--- src/rtl/evflag_ctrl.sv ---
module evflag_ctrl #(
  parameter int          ADDR_W     = 7,
  parameter int          DATA_W     = 32,
  parameter int          NFLAG      = 16,
  parameter logic [15:0] UNLOCK_KEY = 16'h695A,
  parameter logic [15:0] FLAG_MASK  = 16'hF747,
  parameter logic [6:0]  OFF_KEY    = 7'h00,
  parameter logic [6:0]  OFF_EN     = 7'h40,
  parameter logic [6:0]  OFF_FLG    = 7'h48,
  parameter logic [6:0]  OFF_CLR    = 7'h50,
  parameter logic [6:0]  OFF_SET    = 7'h58
) (
  input  logic              clk,
  input  logic              rst_n,
  input  logic [ADDR_W-1:0] addr,
  input  logic [DATA_W-1:0] wdata,
  input  logic              wr_en,
  output logic [DATA_W-1:0] rdata,
  input  logic [NFLAG-1:0]  hw_evt,
  output logic              irq
);
  localparam int PAD_W = DATA_W - NFLAG;
  localparam logic [NFLAG-1:0] MASK = FLAG_MASK[NFLAG-1:0];

  logic             open_q;
  logic [NFLAG-1:0] en_q, flg_q, flg_d, clr_v, set_v, evt_m;
  logic             ctl_wr;

  assign ctl_wr = wr_en && open_q;
  assign clr_v  = (ctl_wr && addr == OFF_CLR) ? wdata[NFLAG-1:0] : '0;
  assign set_v  = (ctl_wr && addr == OFF_SET) ? wdata[NFLAG-1:0] : '0;
  assign evt_m  = hw_evt & MASK;
  assign flg_d  = ((flg_q & ~clr_v) | set_v | evt_m) & MASK;

  always_ff @(posedge clk) begin
    if (!rst_n) begin
      open_q <= 1'b0;
      en_q   <= '0;
      flg_q  <= '0;
      irq    <= 1'b0;
    end else begin
      if (wr_en && addr == OFF_KEY)
        open_q <= (wdata[15:0] == UNLOCK_KEY);
      if (ctl_wr && addr == OFF_EN)
        en_q <= wdata[NFLAG-1:0] & MASK;
      flg_q <= flg_d;
      irq   <= |(flg_q & en_q);
    end
  end

  always_comb begin
    case (addr)
      OFF_EN:  rdata = {{PAD_W{1'b0}}, en_q};
      OFF_FLG: rdata = {{PAD_W{1'b0}}, flg_q};
      default: rdata = '0;
    endcase
  end

  assert_locked_en_hold_R3: assert property (@(posedge clk) disable iff (!rst_n)
    (!open_q && wr_en && addr == OFF_EN) |=> $stable(en_q));

  assert_bad_key_locks_R2: assert property (@(posedge clk) disable iff (!rst_n)
    (wr_en && addr == OFF_KEY && wdata[15:0] != UNLOCK_KEY) |=> !open_q);

  assert_hw_sets_R7: assert property (@(posedge clk) disable iff (!rst_n)
    (|evt_m) |=> ((flg_q & $past(evt_m)) == $past(evt_m)));

  assert_clear_works_R5: assert property (@(posedge clk) disable iff (!rst_n)
    (open_q && wr_en && addr == OFF_CLR) |=>
      ((flg_q & $past(wdata[NFLAG-1:0]) & ~$past(evt_m)) == '0));

  assert_irq_lag_R8: assert property (@(posedge clk) disable iff (!rst_n)
    rst_n |=> (irq == |($past(flg_q) & $past(en_q))));
endmodule

--- config.mk ---
export PLATFORM = sky130hd
export DESIGN_NAME = evflag_ctrl
export DESIGN_NICKNAME = d
export VERILOG_FILES = /design/src/rtl/evflag_ctrl.sv
export SDC_FILE = /design/constraint.sdc
export NUM_CORES = 1
export LEC_CHECK = 0
export BUFFER_PORTS_ARGS = -buffer_cell sky130_fd_sc_hd__buf_2
export CAP_MARGIN = 40
export CORE_AREA = 2 2 74 76
export CTS_CLUSTER_DIAMETER = 80
export CTS_CLUSTER_SIZE = 12
export DETAILED_ROUTE_END_ITERATION = 10
export DIE_AREA = 0 0 76 78
export GPL_ROUTABILITY_DRIVEN = 0
export PLACE_DENSITY_LB_ADDON = 0.25
export SLEW_MARGIN = 20
export SYNTH_ARGS = -nofsm -noshare
export SYNTH_HDL_FRONTEND = slang
export SYNTH_SLANG_ARGS = --single-unit
--- constraint.sdc ---
create_clock -name clk -period 4.3 [get_ports clk]
set_clock_uncertainty 0.1 [all_clocks]
set_input_delay 0.43 -clock clk [delete_from_list [all_inputs] [get_ports clk]]
set_output_delay 0.43 -clock clk [all_outputs]
set_load 0.01 [all_outputs]
### Yosys cells after proc, flatten, opt, wreduce, memory -nomap -nowiden

Cells that the tools add are included.

| storage, ports and cells | value |
|---|---|
| input port bits | 58 |
| output and inout bits | 33 |
| flip-flop bits (word level) | 29 |

| operators by class | value |
|---|---|
| muxes and demuxes | 3 |
| equality and inequality tests | 5 |
| reduce and logical (&&, ||, !) cells | 7 |
| bitwise gates (word level) | 5 |

Operators with widths:

| kind | count |
|---|---|
| 16-bit AND | 2 |
| 16-bit two-way mux | 2 |
| 16-bit OR | 2 |
| 16-bit case mux with 2 select lines | 1 |
| 7-bit equality test, second input constant | 4 |
| 16-bit by 15-bit equality test with 1-bit output, second input constant | 1 |
| 16-bit NOT | 1 |
| 16-bit OR reduction | 1 |
| 7-bit zero test | 1 |
| 1-bit logical AND | 5 |

### Longest topological paths before layout

Gate-level depths: netlist of the first run.

| logic depth | value |
|---|---|
| depth in word-level cells | 7 |
| gate-level depth with buffers | 5 |
| depth with buffers taken out | 4 |

### Least setup slack after synthesis of the first run

No wires, ideal clock.

| timing | value |
|---|---|
| path kind | input to output |
| from | in addr[1] |
| to | out rdata[0] |
| slack | 2.392 ns |
| data arrival time | 1.378 ns |
| stages | 4 |
| required time | 3.770 ns |
| path buffers | 1 |
| cell sequence | nor4b_1 -> and3_1 -> buf_2 -> a22o_1 |

| between the ends | value |
|---|---|
| longest elaborated chain between the ends | 2 |
| elaborated cells between the ends (all ways) | 3 |

RTL lines:

| what | RTL line | RTL |
|---|---|---|
| start: declaration | 15 | `input logic [ADDR_W-1:0] addr,` |
| 7-bit equality test | 52 | `case (addr)` |
| 16-bit case mux with 2 select lines * | 52 |  |
| end: declaration | 18 | `output logic [DATA_W-1:0] rdata,` |

Mark *: on every way between the ends. The rest lies on a longest branch, timed or not.

### Final worst setup path of the first run

| timing | value |
|---|---|
| from | in addr[1] |
| to | out rdata[6] |

Same word-level chain as after synthesis.

==> results of run 1 <==
==> layer usage <==
layer / GRT usage / share of wire
met1: 0.170 / 0.45
met4: 0.0164 / 0.0042
met3: 0.0302 / 0.053
met2: 0.224 / 0.49
met5: 0 / 0
==> state kept, by name (all words and copies together) (netlist names) <==
register and cells:
irq 1, open_q 1, flg_q 11, en_q 11
==> how the worst min path moves through the flow <==
| stage | slack [ps] | depth (start not counted) | startpoint | to |
|---|---|---|---|---|
| 2_1_floorplan | 340 | 2 | en_q[1]$_SDFFE_PN0P_ | en_q[1]$_SDFFE_PN0P_ |
| 3_3_place_gp | 360 | 2 | en_q[9]$_SDFFE_PN0P_ | en_q[9]$_SDFFE_PN0P_ |
| 3_5_place_dp | 360 | 2 | en_q[1]$_SDFFE_PN0P_ | en_q[1]$_SDFFE_PN0P_ |
| 4_1_cts | 300 | 3 | hw_evt[10] | flg_q[10]$_SDFF_PN0_ |
| 5_1_grt | 300 | 3 | hw_evt[10] | flg_q[10]$_SDFF_PN0_ |
| 6_report | 310 | 3 | hw_evt[10] | flg_q[10]$_SDFF_PN0_ |
==> area by class of cell <==
class	count	area (µm²)	share of cell area
clock buffer	3	41.3	0.0250
sequential	24	480	0.291
timing repair buffer	50	255	0.154
multi-input combinational	123	743	0.450
tap	70	87.6	0.0530
inverter	12	45.0	0.0273
==> layout by cell type, fill, tap and decap left out, types with 3 or more instances in the layout <==
| master | count |
|---|---|
| nand2_1 | 22 |
| buf_2 | 48 |
| o21ai_2 | 10 |
| nor2_1 | 3 |
| a21oi_1 | 22 |
| a22o_1 | 13 |
| clkbuf_8 | 3 |
| a31oi_1 | 12 |
| dfxtp_1 | 24 |
| conb_1 | 21 |
| inv_1 | 12 |
==> worst max-delay path, delay by kind of cell <==
| kind | cells | cell delay (ps) |
|---|---|---|
| AND/OR/NAND/NOR | 2 | 730 |
| buffers and inverters | 3 | 490 |
| AO/OA/AOI/OAI | 1 | 210 |
==> cell families (layout without fill, tap and decap cells) <==
kind of cell | count (synthesis) | count (layout) | synth area share
AOI/OAI and AO/OA | 61 | 61 | 0.301
and+or+nand+nor | 40 | 40 | 0.165
DFF | 24 | 24 | 0.345
buffers and inverters | 42 | 65 | 0.179
other | 1 | 21 | 0.00270
muxes | 1 | 1 | 0.00719
==> cell usage after synthesis, drive strengths merged <==
library cell / n
buf: 26
dfxtp: 24
a21oi: 22
nand2: 22
a22o: 13
a31oi: 12
inv: 12
o21ai: 11
clkbuf: 4
nor2: 3
a221oi: 2
and3: 2
nand4: 2
nand4b: 2
nor4: 2
or4bb: 2
a222oi: 1
and2: 1
and4: 1
conb: 1
mux2i: 1
nor4b: 1
or3b: 1
or4b: 1
==> power breakdown <==
group          switching, µW  internal [µW]
Clock                   67.0           62.5
Sequential              6.67            229
Combinational           33.3           22.4
==> through the flow <==
| stage | worst slack (ps) | hold slack (ps) | cell area (µm²) |
|---|---|---|---|
| after floorplan | 2390 | 344 | 1470 |
| after global placement | 1880 | 357 | 1600 |
| after detailed placement | 1900 | 362 | 1610 |
| after CTS | 1890 | 304 | 1650 |
| after global routing | 1770 | 305 | 1650 |
| final | 1900 | 308 | 1650 |
==> summary.txt, run 1 <==
Vias: 1297
Synth Cell Area: 1390 µm²
Initial Util: 0.276
final cell count without fillers: 282
Setup CP Type: primary input to primary output
cts repair resizes: 0
final hold vios: 0
CTS tree: built
first-pass GRT wire length: 6.21 mm
Distinct cells, synth: 28
overall power: 421 µW
post-DR vias/cell: 4.60
R2R setup slack: 2590 ps
max-cap violations: 0
Fmax achieved: 0.416 GHz
Clock Latency Late Sink: 260 ps
Rows: 26
sequential area share after synthesis: 0.345
die boundary width: 76 µm
core box area: 5040 µm²
H-tree Lvls: 1
Wirelength per Cell: 13.5 µm
die span in y: 78 µm
CP startpoint kind: primary input
DRT Wirelength: 3.81 mm
crit-path max cell delay: 470 ps
CTS buffer count: 3
CP most frequent cell: buf_2
crit path DAT: 1870 ps
Tcrit/Tclk final: 0.559
I/O Buffers: 48
relative slew slack: 0.468
Final TNS setup: 0 ps
r2r startpoint: open_q$_SDFFE_PN0P_
Worst VDD drop: 0.130 mV
leading area contributor after synthesis: dfxtp_1
CP Cell Sequence: buf_2 > nor4b_2 > buf_4 > and3_1 > a22o_1 > buf_2
Setup Viol. Count Final: 0
clock sinks: 24
Leak: 0.000738 µW
Cells after Synth: 169
DRC errors left: 0
synth top area cells: dfxtp_1 (35%), buf_4 (11%), a22o_1 (8.2%)
Reg2Reg Depth: 4
placed insts: 279
average instance area after synthesis: 8.23 µm²
CP max stage cell: and3_1
grt total ovfl: 0
CP Data Required Time: 3770 ps
Post-CTS Setup Inserts: 0
Post-DP HPWL: 2.91 mm
post-synth top area share: 0.345
worst slew pin tran: 797 ps
Layout Nets: 272
clock tree buffer depth: 2
hold buffers post-CTS: 0
ANT nets after route: 0
largest net degree at the start of global routing: 25
1st-pass router iterations: 5
status: complete, no violations
Critical Path End: rdata[6]
crit path launch: addr[1]
Worst Hold Class: primary input to register
Slew Limit Fails: 0
Area Growth Syn to Fin: 18.8%
Die Area: 5930 µm²
initial drt markers: 74
Util after Layout: 0.328
Synth Warn #: 0
min Tclk post-route: 2400 ps
critical path endpoint category: primary output
number of global-route vias before repair: 1219
Reg2Reg Capture Point: flg_q[15]$_SDFF_PN0_
Total GRT Usage: 0.130
Clock Pin Slew Worst Setup and Hold Paths: 80 ps
Fill cells: 560
synthesis-stage register bit count: 24
initial antenna violation count: 0
RSZ-0062 raised after global routing: false
layout cells sized above 1: 0.307
ANT cells: 0
power per cell area: 255 nW/µm²
IO Count: 91
Max FO, Critical Path: 12
Root Buffer: clkbuf_8
No activity file was read; power rests on OpenSTA's default activity.
==> run 2, diff against run 1 <==
==> constraint.sdc (replaced) <==
create_clock -name clk -period 2.4 [get_ports clk]
set_clock_uncertainty 0.1 [all_clocks]
set_input_delay 0.24 -clock clk [delete_from_list [all_inputs] [get_ports clk]]
set_output_delay 0.24 -clock clk [all_outputs]
set_load 0.01 [all_outputs]
==> summary.txt, run 2 (same netlist as run 1, synthesis figures left out) <==
status: complete, no violations
crit path DAT: 1590 ps
clock tree buffer depth: 2
Initial Util: 0.276
Die Area: 5930 µm²
first-pass GRT wire length: 5.98 mm
Clock Pin Slew Worst Setup and Hold Paths: 80 ps
RSZ-0062 raised after global routing: false
final hold vios: 0
CP Data Required Time: 2060 ps
Total GRT Usage: 0.126
core box area: 5040 µm²
Setup CP Type: primary input to primary output
initial drt markers: 76
largest net degree at the start of global routing: 25
layout cells sized above 1: 0.307
Tcrit/Tclk final: 0.802
Area Growth Syn to Fin: 18.8%
IO Count: 91
die boundary width: 76 µm
CTS buffer count: 3
Slew Limit Fails: 0
overall power: 759 µW
CP most frequent cell: buf_2
DRT Wirelength: 3.83 mm
commonest non-fill, non-tap cell in the layout: buf_2
I/O Buffers: 48
Layout Nets: 272
ANT cells: 0
final cell count without fillers: 282
CP Cell Sequence: buf_2 > nor4_4 > and3_1 > a22o_1 > buf_2
number of global-route vias before repair: 1208
grt total ovfl: 0
clock sinks: 24
Fill cells: 584
max-cap violations: 0
DP Area: 1610 µm²
Clock Latency Late Sink: 260 ps
Post-CTS Setup Inserts: 0
power per cell area: 459 nW/µm²
Root Buffer: clkbuf_8
worst slew pin tran: 788 ps
CP bufs+invs: 2
Rows: 26
post-DR vias/cell: 4.57
Top Family by Delay on Critical Path: simple AND/OR/NAND/NOR gates
cts repair resizes: 0
crit-path max cell delay: 510 ps
Final TNS setup: 0 ps
hold buffers post-CTS: 0
Worst VDD drop: 0.202 mV
Fmax achieved: 0.519 GHz
ANT nets after route: 0
H-tree Lvls: 1
min Tclk post-route: 1930 ps
cell area after layout: 1650 µm²
critical path endpoint category: primary output
die span in y: 78 µm
Vias: 1289
CP max stage cell: and3_1
Worst Hold Class: primary input to register
1st-pass router iterations: 4
CP startpoint kind: primary input
relative slew slack: 0.474
Max FO, Critical Path: 11
biggest regs: en_q: 11 flops, flg_q: 11 flops
Post-DP HPWL: 2.89 mm
initial antenna violation count: 0
DRC errors left: 0
Leak: 0.000738 µW
Setup Viol. Count Final: 0
most frequent cells in the layout: buf_2 (48), dfxtp_1 (24), a21oi_1 (22), nand2_1 (22), conb_1 (21)
CTS tree: built
hold_ws: 116 ps
placed insts: 279
Wirelength per Cell: 13.6 µm
-- run 2: cell counts in the layout (fill, tap and decap cells not counted) --
Identical to the previous run, type by type.
-- run 2: power by group --
part	total, µW	internal [µW]	switching, µW
sequential	423	411	12.1
clock	236	112	124
combinational	100	40.2	59.8
-- run 2: worst paths after layout --
| path | from | endpoint | slack, ps | depth (start not counted) |
|---|---|---|---|---|
| setup / recovery | addr[1] | rdata[6] | 470 | 5 |
| hold reg to reg | en_q[8]$_SDFFE_PN0P_ | en_q[8]$_SDFFE_PN0P_ | 370 | 2 |
| hold / removal | hw_evt[1] | flg_q[1]$_SDFF_PN0_ | 120 | 3 |
| setup reg to reg | open_q$_SDFFE_PN0P_ | flg_q[15]$_SDFF_PN0_ | 680 | 4 |
-- run 2: tightest hold or removal path, stage by stage --
cell and delay [ps]:
buf_2 70, a31oi_1 30, a21oi_1 100
-- run 2: stage by stage --
| stage | utilization | setup WS [ps] |
|---|---|---|
| floorplan | - | 872 |
| global placement | 0.320 | 397 |
| detailed placement | 0.320 | 389 |
| CTS | 0.328 | 470 |
| global route | 0.328 | 370 |
| finish | 0.328 | 474 |
-- run 2: routing by layer --
layer  part of all wire  track usage  routed length (µm)  vias to the layer above
li1                   -            -                   -                      652
met2               0.50        0.232                1900                       40
met3              0.053       0.0337                 203                        2
met5                  0            0                   0                        -
met1               0.45        0.150                1700                      595
met4             0.0042       0.0218                  16                        0
-- run 2: area by class of cell --
type                       count  area [µm²]  share of cell area
tap                           70        87.6              0.0530
multi-input combinational    123         743               0.450
sequential                    24         480               0.291
timing repair buffer          50         255               0.154
inverter                      12        45.0              0.0273
clock buffer                   3        41.3              0.0250
